File: src/rtl/latmatch_pkg.sv
package latmatch_pkg;

    localparam int LANE_W        = 19;
    localparam int SAMPLE_W      = 2 * LANE_W;
    localparam int MAX_DELAY_DEF = 40;
    localparam int SEG_DEPTH_DEF = 32;

    typedef struct packed {
        logic [LANE_W-1:0] lane_a;
        logic [LANE_W-1:0] lane_b;
    } lane_pair_t;

    // Map a raw setting onto the legal range 1..max_d.
    function automatic int clamp_delay(input int cfg, input int max_d);
        if (cfg < 1)
            return 1;
        if (cfg > max_d)
            return max_d;
        return cfg;
    endfunction

    // Stage count of storage segment idx when total stages are split in chunks of seg.
    function automatic int seg_len(input int idx, input int total, input int seg);
        int rem;
        rem = total - idx * seg;
        return (rem < seg) ? rem : seg;
    endfunction

endpackage

File: src/rtl/lat_data_seg.sv
module lat_data_seg
    import latmatch_pkg::*;
#(
    parameter int DEPTH = 32
) (
    input  logic                            clk,
    input  logic [SAMPLE_W-1:0]             din,
    output logic [DEPTH-1:0][SAMPLE_W-1:0]  taps
);

    // Resetless shift storage; taps[k] is din delayed by k+1 cycles.
    logic [DEPTH-1:0][SAMPLE_W-1:0] stage_q;

    always_ff @(posedge clk) begin
        stage_q[0] <= din;
        for (int k = 1; k < DEPTH; k++) begin
            stage_q[k] <= stage_q[k-1];
        end
    end

    assign taps = stage_q;

endmodule

File: src/rtl/lat_strobe_line.sv
module lat_strobe_line #(
    parameter int STAGES = 39
) (
    input  logic              clk,
    input  logic              rst,
    input  logic              din,
    output logic [STAGES-1:0] taps
);

    // Resettable strobe flops; taps[k] is din delayed by k+1 cycles.
    logic [STAGES-1:0] bit_q;

    generate
        for (genvar k = 0; k < STAGES; k++) begin : g_bit
            if (k == 0) begin : g_head
                always_ff @(posedge clk) begin
                    if (rst) bit_q[k] <= 1'b0;
                    else     bit_q[k] <= din;
                end
            end else begin : g_body
                always_ff @(posedge clk) begin
                    if (rst) bit_q[k] <= 1'b0;
                    else     bit_q[k] <= bit_q[k-1];
                end
            end
        end
    endgenerate

    assign taps = bit_q;

endmodule

File: src/rtl/lat_tap_select.sv
module lat_tap_select
    import latmatch_pkg::*;
#(
    parameter int MAX_DELAY = 40,
    parameter int CFG_W     = 6
) (
    input  logic [CFG_W-1:0]                    delay_cfg,
    input  logic [MAX_DELAY-1:0][SAMPLE_W-1:0]  data_taps,
    input  logic [MAX_DELAY-1:0]                valid_taps,
    output logic [SAMPLE_W-1:0]                 sel_data,
    output logic                                sel_valid
);

    // Tap k carries the input delayed by k cycles; the output register adds one more.
    int tap_idx;

    always_comb begin
        tap_idx   = clamp_delay(int'(delay_cfg), MAX_DELAY) - 1;
        sel_data  = data_taps[tap_idx];
        sel_valid = valid_taps[tap_idx];
    end

endmodule

File: src/rtl/latmatch_delay.sv
module latmatch_delay
    import latmatch_pkg::*;
#(
    parameter int MAX_DELAY = MAX_DELAY_DEF,
    parameter int SEG_DEPTH = SEG_DEPTH_DEF,
    localparam int CFG_W    = $clog2(MAX_DELAY + 1)
) (
    input  logic                 clk,
    input  logic                 rst,
    input  logic                 in_valid,
    input  logic [SAMPLE_W-1:0]  in_data,
    input  logic [CFG_W-1:0]     delay_cfg,
    output logic                 out_valid,
    output logic [SAMPLE_W-1:0]  out_data
);

    localparam int STAGES = MAX_DELAY - 1;
    localparam int NSEG   = (STAGES + SEG_DEPTH - 1) / SEG_DEPTH;

    logic [MAX_DELAY-1:0][SAMPLE_W-1:0] data_taps;
    logic [MAX_DELAY-1:0]               valid_taps;
    logic [SAMPLE_W-1:0]                sel_data;
    logic                               sel_valid;
    lane_pair_t                         out_q;
    logic                               valid_q;

    assign data_taps[0]  = in_data;
    assign valid_taps[0] = in_valid;

    generate
        if (STAGES > 0) begin : g_delay
            // Data: chained resetless segments, each fed by the last tap of the one before.
            for (genvar s = 0; s < NSEG; s++) begin : g_seg
                localparam int LEN = seg_len(s, STAGES, SEG_DEPTH);
                logic [LEN-1:0][SAMPLE_W-1:0] seg_taps;

                lat_data_seg #(.DEPTH(LEN)) u_seg (
                    .clk  (clk),
                    .din  (data_taps[s*SEG_DEPTH]),
                    .taps (seg_taps)
                );

                for (genvar k = 0; k < LEN; k++) begin : g_tap
                    assign data_taps[s*SEG_DEPTH + 1 + k] = seg_taps[k];
                end
            end

            // Strobe: one resettable flop chain of the same length.
            logic [STAGES-1:0] strobe_taps;

            lat_strobe_line #(.STAGES(STAGES)) u_strobe (
                .clk  (clk),
                .rst  (rst),
                .din  (in_valid),
                .taps (strobe_taps)
            );

            assign valid_taps[MAX_DELAY-1:1] = strobe_taps;
        end
    endgenerate

    lat_tap_select #(
        .MAX_DELAY (MAX_DELAY),
        .CFG_W     (CFG_W)
    ) u_sel (
        .delay_cfg  (delay_cfg),
        .data_taps  (data_taps),
        .valid_taps (valid_taps),
        .sel_data   (sel_data),
        .sel_valid  (sel_valid)
    );

    // Output register: loads only on the delayed strobe, so stale storage stays hidden.
    always_ff @(posedge clk) begin
        if (rst) begin
            valid_q <= 1'b0;
            out_q   <= '0;
        end else begin
            valid_q <= sel_valid;
            if (sel_valid) begin
                out_q <= lane_pair_t'(sel_data);
            end
        end
    end

    assign out_valid = valid_q;
    assign out_data  = out_q;

endmodule

File: config.mk
export PLATFORM = sky130hd
export DESIGN_NAME = latmatch_delay
export DESIGN_NICKNAME = d
export VERILOG_FILES = /design/src/rtl/latmatch_pkg.sv /design/src/rtl/lat_data_seg.sv /design/src/rtl/lat_strobe_line.sv /design/src/rtl/lat_tap_select.sv /design/src/rtl/latmatch_delay.sv
export SDC_FILE = /design/constraint.sdc
export NUM_CORES = 2
export LEC_CHECK = 0
export CORE_MARGIN = 2
export CORE_UTILIZATION = 35
export DETAILED_ROUTE_END_ITERATION = 8
export HOLD_SLACK_MARGIN = 0.03
export PLACE_DENSITY = 0.54
export SLEW_MARGIN = 10
export SYNTH_ARGS = -nofsm -noshare
export SYNTH_HDL_FRONTEND = slang
export SYNTH_SLANG_ARGS = --single-unit
export TNS_END_PERCENT = 20
File: constraint.sdc
create_clock -name clk -period 12.14 [get_ports clk]
set_input_delay 1.821 -clock clk [delete_from_list [all_inputs] [get_ports clk]]
set_output_delay 1.821 -clock clk [all_outputs]
set_load 0.01 [all_outputs]
# Yosys cells after proc, flatten, opt, wreduce, memory -nomap -nowiden
# Cells that the tools add are included.
# W data, S select, Z words.
# word_totals
register_bits	1560
in_bits	47
# op_classes
n_mux	13
order_cmp	3
addsub	1
# ops
op	count
$bmux W38 S6	1
$mux W38	2
$lt A32 B8 Y1 const B	1
$mux W32	1
$sub A32 B2 Y32 const B	1
$mux W6	2
$bmux W1 S6	1
$gt A6 B6 Y1 const B	1
$lt A6 B1 Y1 const B	1
$mux W1	6

# Depth between registers and ports, before layout
# logic_depth
ltp_word	9
ltp_mapped	20
mapped_depth_nobuf	10

# Modules after synthesis
# Synthesis repeated with hierarchy kept, for this count alone.
# unflattened
hier_cells	3357
area_unflattened_um2	44746.7
# by_module_without_submodules
module	cells_per_inst	instances	area_each_um2
lat_data_seg at g_delay.g_seg[0].u_seg	1216	1	24343.3
lat_tap_select	1668	1	12609.6
lat_data_seg at g_delay.g_seg[1].u_seg	266	1	5325.1
latmatch_delay	125	1	1393.8
lat_strobe_line	82	1	1074.8

# Worst setup path before layout
# Ideal clock, no wire load.
# synth_path
path_type	input to register
startpoint	input port delay_cfg[4]
endpoint	register out_q (netlist bit out_data[20])
setup_ps	87
t_arrival_ps	5516
required_time_ps	12053
path_buffers	8
slack_ps	6537
path_stages	17
cell_sequence	buf_4 > nor3_2 > a22oi_2 > buf_6 > buf_8 > buf_6 > buf_4 > buf_4 > ha_1 > nor3b_1 > mux2i_1 > clkbuf_1 > clkbuf_1 > o31ai_1 > nor4_1 > a21oi_1 > a221oi_2
# synth_via
elab_chain_cells	9
elab_cells_between_ends	16
# synth_rtl
element	line_no	text
start, declared	latmatch_delay.sv:12	input logic [CFG_W-1:0] delay_cfg,
$lt A6 B1 Y1 / $gt A6 B6 Y1 (equally long branches)	latmatch_pkg.sv:15, latmatch_pkg.sv:17	
$mux W1, on equally long branches	latmatch_pkg.sv:15, latmatch_pkg.sv:17	
$mux W6 / $mux W1 (equally long branches)	latmatch_pkg.sv:17	if (cfg > max_d)
$mux W6	latmatch_pkg.sv:19	return cfg;
$mux W32 (*)	latmatch_pkg.sv:17	
$sub A32 B2 Y32 (*)	lat_tap_select.sv:18	tap_idx = clamp_delay(int'(delay_cfg), MAX_DELAY) - 1;
$bmux W38 S6 / $bmux W1 S6 (equally long branches)	lat_tap_select.sv:19, lat_tap_select.sv:20	
$mux W38 (implied by the code) / $mux W1 (equally long branches) (2 in series)	lat_tap_select.sv:19, lat_tap_select.sv:20	
end signal, assigned	latmatch_delay.sv:81	out_q <= lane_pair_t'(sel_data);
end, declared	latmatch_delay.sv:24	lane_pair_t out_q;
# Every way passes the cells marked *; elsewhere a longest branch is shown, timed or not. The select of a mux whose other input is x is not followed.
# A chain may end at the register's enable or synchronous reset.

# Worst setup path after layout
# layout_path
startpoint	input port delay_cfg[4]
endpoint	register out_q (netlist bit out_data[37])
# Same word-level chain as after synthesis.

==> metrics.log <==
INFO  metric result_of_the_run = finished clean
INFO  metric number_of_cell_rows = 131
INFO  metric finish.net_count = 3039
INFO  metric via_count_of_the_first_global_routing_pass = 23600
INFO  metric ys.flop_type = dfxtp_1
INFO  metric finalPower = 11.0 mW
INFO  metric clockBufferDepth = 3
INFO  metric setup_viol_count_final = 0
INFO  metric vdd_drop_max = 124 µV
INFO  metric drt_first_pass_iters = 5
INFO  metric post_synth_most_frequent_cells = 1560 x dfxtp_1, 316 x mux4_2, 223 x mux2i_1, 91 x clkbuf_1, 85 x nor2_1
INFO  metric x_dimension_of_the_die = 364 µm
INFO  metric cts.sinks = 1560
INFO  metric tritoncts = built
INFO  metric synth_top_cell_by_area = dfxtp_1
INFO  metric postSynth.asyncResetShare = 0%
INFO  metric ios = 86
INFO  metric floorplan.die_area = 132000 µm²
INFO  metric num_vias = 22900
INFO  metric drtIter0Drc = 1327
INFO  metric synth-seq-area-share = 69.0%
INFO  metric layout_min_cycle_time = 7.30 ns
INFO  metric hp-start = g_delay.g_seg[1].u_seg.taps[163]
INFO  metric clock_root_cell = clkbuf_16
INFO  metric synth.area.top_cells = dfxtp_1 69%, mux4_2 16%, mux2i_1 4.9%
INFO  metric postSynthNetCount = 2953
INFO  metric clk_pin_slew = 0.06 ns
INFO  metric synth_mux_area_share = 20.7%
INFO  metric worstPathArrival = 7.95 ns
INFO  metric grt_antenna_before_repair = 5
INFO  metric layout_worst_path_cycle_share = 60.2%
INFO  metric area_growth = 15.9%
INFO  metric rsz0062_at_grt = false
INFO  metric post_synth.cell_area_avg = 15.6 µm²
INFO  metric synth.most_common_cell = dfxtp_1
INFO  metric regArea = 31200 µm²
INFO  metric multiInputGateArea = 13100 µm²
INFO  metric skew = 0.0217 ns
INFO  metric final_layout_size_suffix_gt1_share = 19.6%
INFO  metric r2r_start = g_delay.u_strobe.taps[2]
INFO  metric path_cells = clkdlybuf4s50_1, o21ai_2, a22oi_2, buf_12, ha_4, nor3b_1, mux2_2, nand3_4, buf_4, nor3_1, nor4_2, nand3_2, buf_4, a221oi_1
INFO  metric yosys_register_bits = 1560
INFO  metric worst_path_max_delay_cell = clkdlybuf4s50_1
INFO  metric post-cts-setup-buffer-count = 0
INFO  metric drc = 0
INFO  metric routed_wirelength = 92.3 mm
INFO  metric synth-adder-area-share = 0.0277%
INFO  metric filler_cell_count = 11600
INFO  metric grt_start_max_net_pins = 131
INFO  metric synth_enable_flop_cells = 0
INFO  metric synthXorXnorAreaFrac = 0.0194%
INFO  metric start_kind = input port
INFO  metric yosys.area_share.simple = 3.56%
INFO  metric initial_utilization = 35.3%
INFO  metric finalWeightedCongestion = 0.710
INFO  metric worstPathRequired = 12.78 ns
INFO  metric tightestPinTransition = 1.06 ns
INFO  metric wire_per_inst = 19.1 µm
INFO  metric dieHeight = 364 µm
INFO  metric cpPeakStageDelay = 0.77 ns
INFO  metric complex_gate_fraction_of_the_synthesized_area = 4.37%
INFO  metric io_buffer_count = 85
INFO  metric worst_setup_path_end_kind = flip-flop
INFO  metric max_freq = 137 MHz
INFO  metric total_leakage_power = 20.3 nW
INFO  metric cts_hold_buffers = 0
INFO  metric timing_max_transition_violations_final = 0
INFO  metric post_cts.resized_instances = 0
INFO  metric hold_viol_final = 0
INFO  metric post_drt_via_cell_ratio = 4.74
INFO  metric synthesis.yosys.warnings = 0
INFO  metric grtUsageTotal = 14.2%
INFO  metric final-instance-count-excl-fill = 4823
INFO  metric post-dp-hpwl = 52.1 mm
INFO  metric max_cap_viol_count = 0
INFO  metric floorplan.core_area = 128000 µm²
INFO  metric grt_remaining_overflow = 0
INFO  metric combinational_family_with_the_most_area_after_synthesis = multiplexers
INFO  metric synth_cell_types = 48
INFO  metric type_of_the_tightest_min_delay_check = reg2reg
INFO  metric maxSlewHeadroom = 29.5%
INFO  metric placedCellCount = 4569
INFO  metric crit_top_cell = buf_4
INFO  metric number_of_buffers_created_by_cts = 149
INFO  metric insertion_delay = 0.74 ns
INFO  metric setup.worst_path.class = in2reg
INFO  metric synth_area = 45200 µm²
INFO  metric tns = 0 ns
INFO  metric route.antenna.remaining_nets = 0
INFO  metric syn-instance-count = 2905
INFO  metric netlist.area_leader.share = 69.0%
INFO  metric grt_first_pass_wirelength = 143 mm
INFO  metric power_density = 210 nW/µm²
INFO  metric crit_fanout = 110
INFO  metric timing.critical_path.from = delay_cfg[4]
INFO  metric htree_levels = 4
## final timing paths
| check | end | slack (ns) | depth (start not counted) |
|---|---|---|---|
| setup reg to reg | out_data[37] | 9.48 | 6 |
| hold / removal | g_delay.g_seg[1].u_seg.taps[201] | 0.33 | 0 |
| hold reg to reg | g_delay.g_seg[1].u_seg.taps[201] | 0.33 | 0 |
| setup / recovery | out_data[37] | 4.84 | 14 |
## report_power, final
group | leakage, nW | internal [mW] | switching (mW)
sequential | 13.1 | 5.40 | 0.134
clock | 2.35 | 2.68 | 1.85
combinational | 4.85 | 0.450 | 0.499
## critical path, delay by kind of cell
kind / cells / cell delay [ns]
AO/OA/AOI/OAI: 3 / 0.67
adder cells (fa/ha/maj): 1 / 0.25
buffers and inverters: 4 / 2.42
multiplexers: 1 / 0.67
AND/OR/NAND/NOR: 5 / 2.03
## flip-flops by register name, indices dropped and copies added (netlist names)
register	cells
g_delay.g_seg.u_seg.taps	1482
out_valid	1
out_data	38
g_delay.u_strobe.taps	39
## layout by cell type, fill, tap and decap left out, types with 2 or more instances in the layout
cell type / netlist / routed
a221oi_2: 25 / 25
clkdlybuf4s50_1: 0 / 84
mux4_2: 316 / 316
mux2i_1: 223 / 222
clkinvlp_4: 0 / 2
o22ai_1: 65 / 65
clkbuf_16: 0 / 154
nor2_1: 85 / 84
nand2_1: 80 / 79
buf_12: 0 / 4
nand4_1: 2 / 2
clkinv_2: 0 / 13
nor2b_1: 40 / 40
a221oi_1: 13 / 13
nor3_1: 82 / 82
inv_6: 0 / 3
o2111ai_4: 0 / 2
o31ai_1: 37 / 37
clkbuf_1: 91 / 41
o21ai_0: 38 / 38
a21oi_1: 76 / 75
or3_1: 3 / 3
o211ai_1: 2 / 2
clkbuf_8: 0 / 31
o32ai_1: 11 / 11
dfxtp_1: 1560 / 1560
buf_4: 34 / 31
bufinv_16: 0 / 8
nor4_1: 38 / 38
## layout make-up
| cell class | instances | area share (%) |
|---|---|---|
| Antenna cell | 1 | 0.00477 |
| Clock buffer | 226 | 8.46 |
| Clock inverter | 27 | 0.692 |
| Inverter | 1 | 0.00716 |
| Multi-Input combinational cell | 1160 | 25.0 |
| Sequential cell | 1560 | 59.6 |
| Tap cell | 1729 | 4.13 |
| Timing Repair Buffer | 119 | 2.20 |
## kinds of logic after synthesis
group                    count (synthesis)
multiplexers                           540
buffers and inverters                  185
XOR/XNOR                                 1
AND/OR/NAND/NOR                        338
AO/OA/AOI/OAI                          280
flip-flops                            1560
adder cells (fa/ha/maj)                  1
## per-stage QoR
step | hold WS, ns | worst slack (ns) | cell area (µm²) | utilization (%)
finish | 0.330 | 4.84 | 52400 | 41.0
CTS | 0.328 | 4.71 | 52400 | 41.0
global placement | 0.327 | 4.08 | 47600 | 37.2
floorplan | 0.326 | 6.54 | 45200 | -
global route | 0.336 | 4.42 | 52400 | 41.0
detailed placement | 0.331 | 3.93 | 47600 | 37.2
## metal layers
metal,share of wire (%),GRT usage [%]
met5,0.027,0
met3,4.4,3.12
met4,2.3,4.68
met1,51,21.1
met2,42,20.3
No activity file was read; power rests on OpenSTA's default activity.
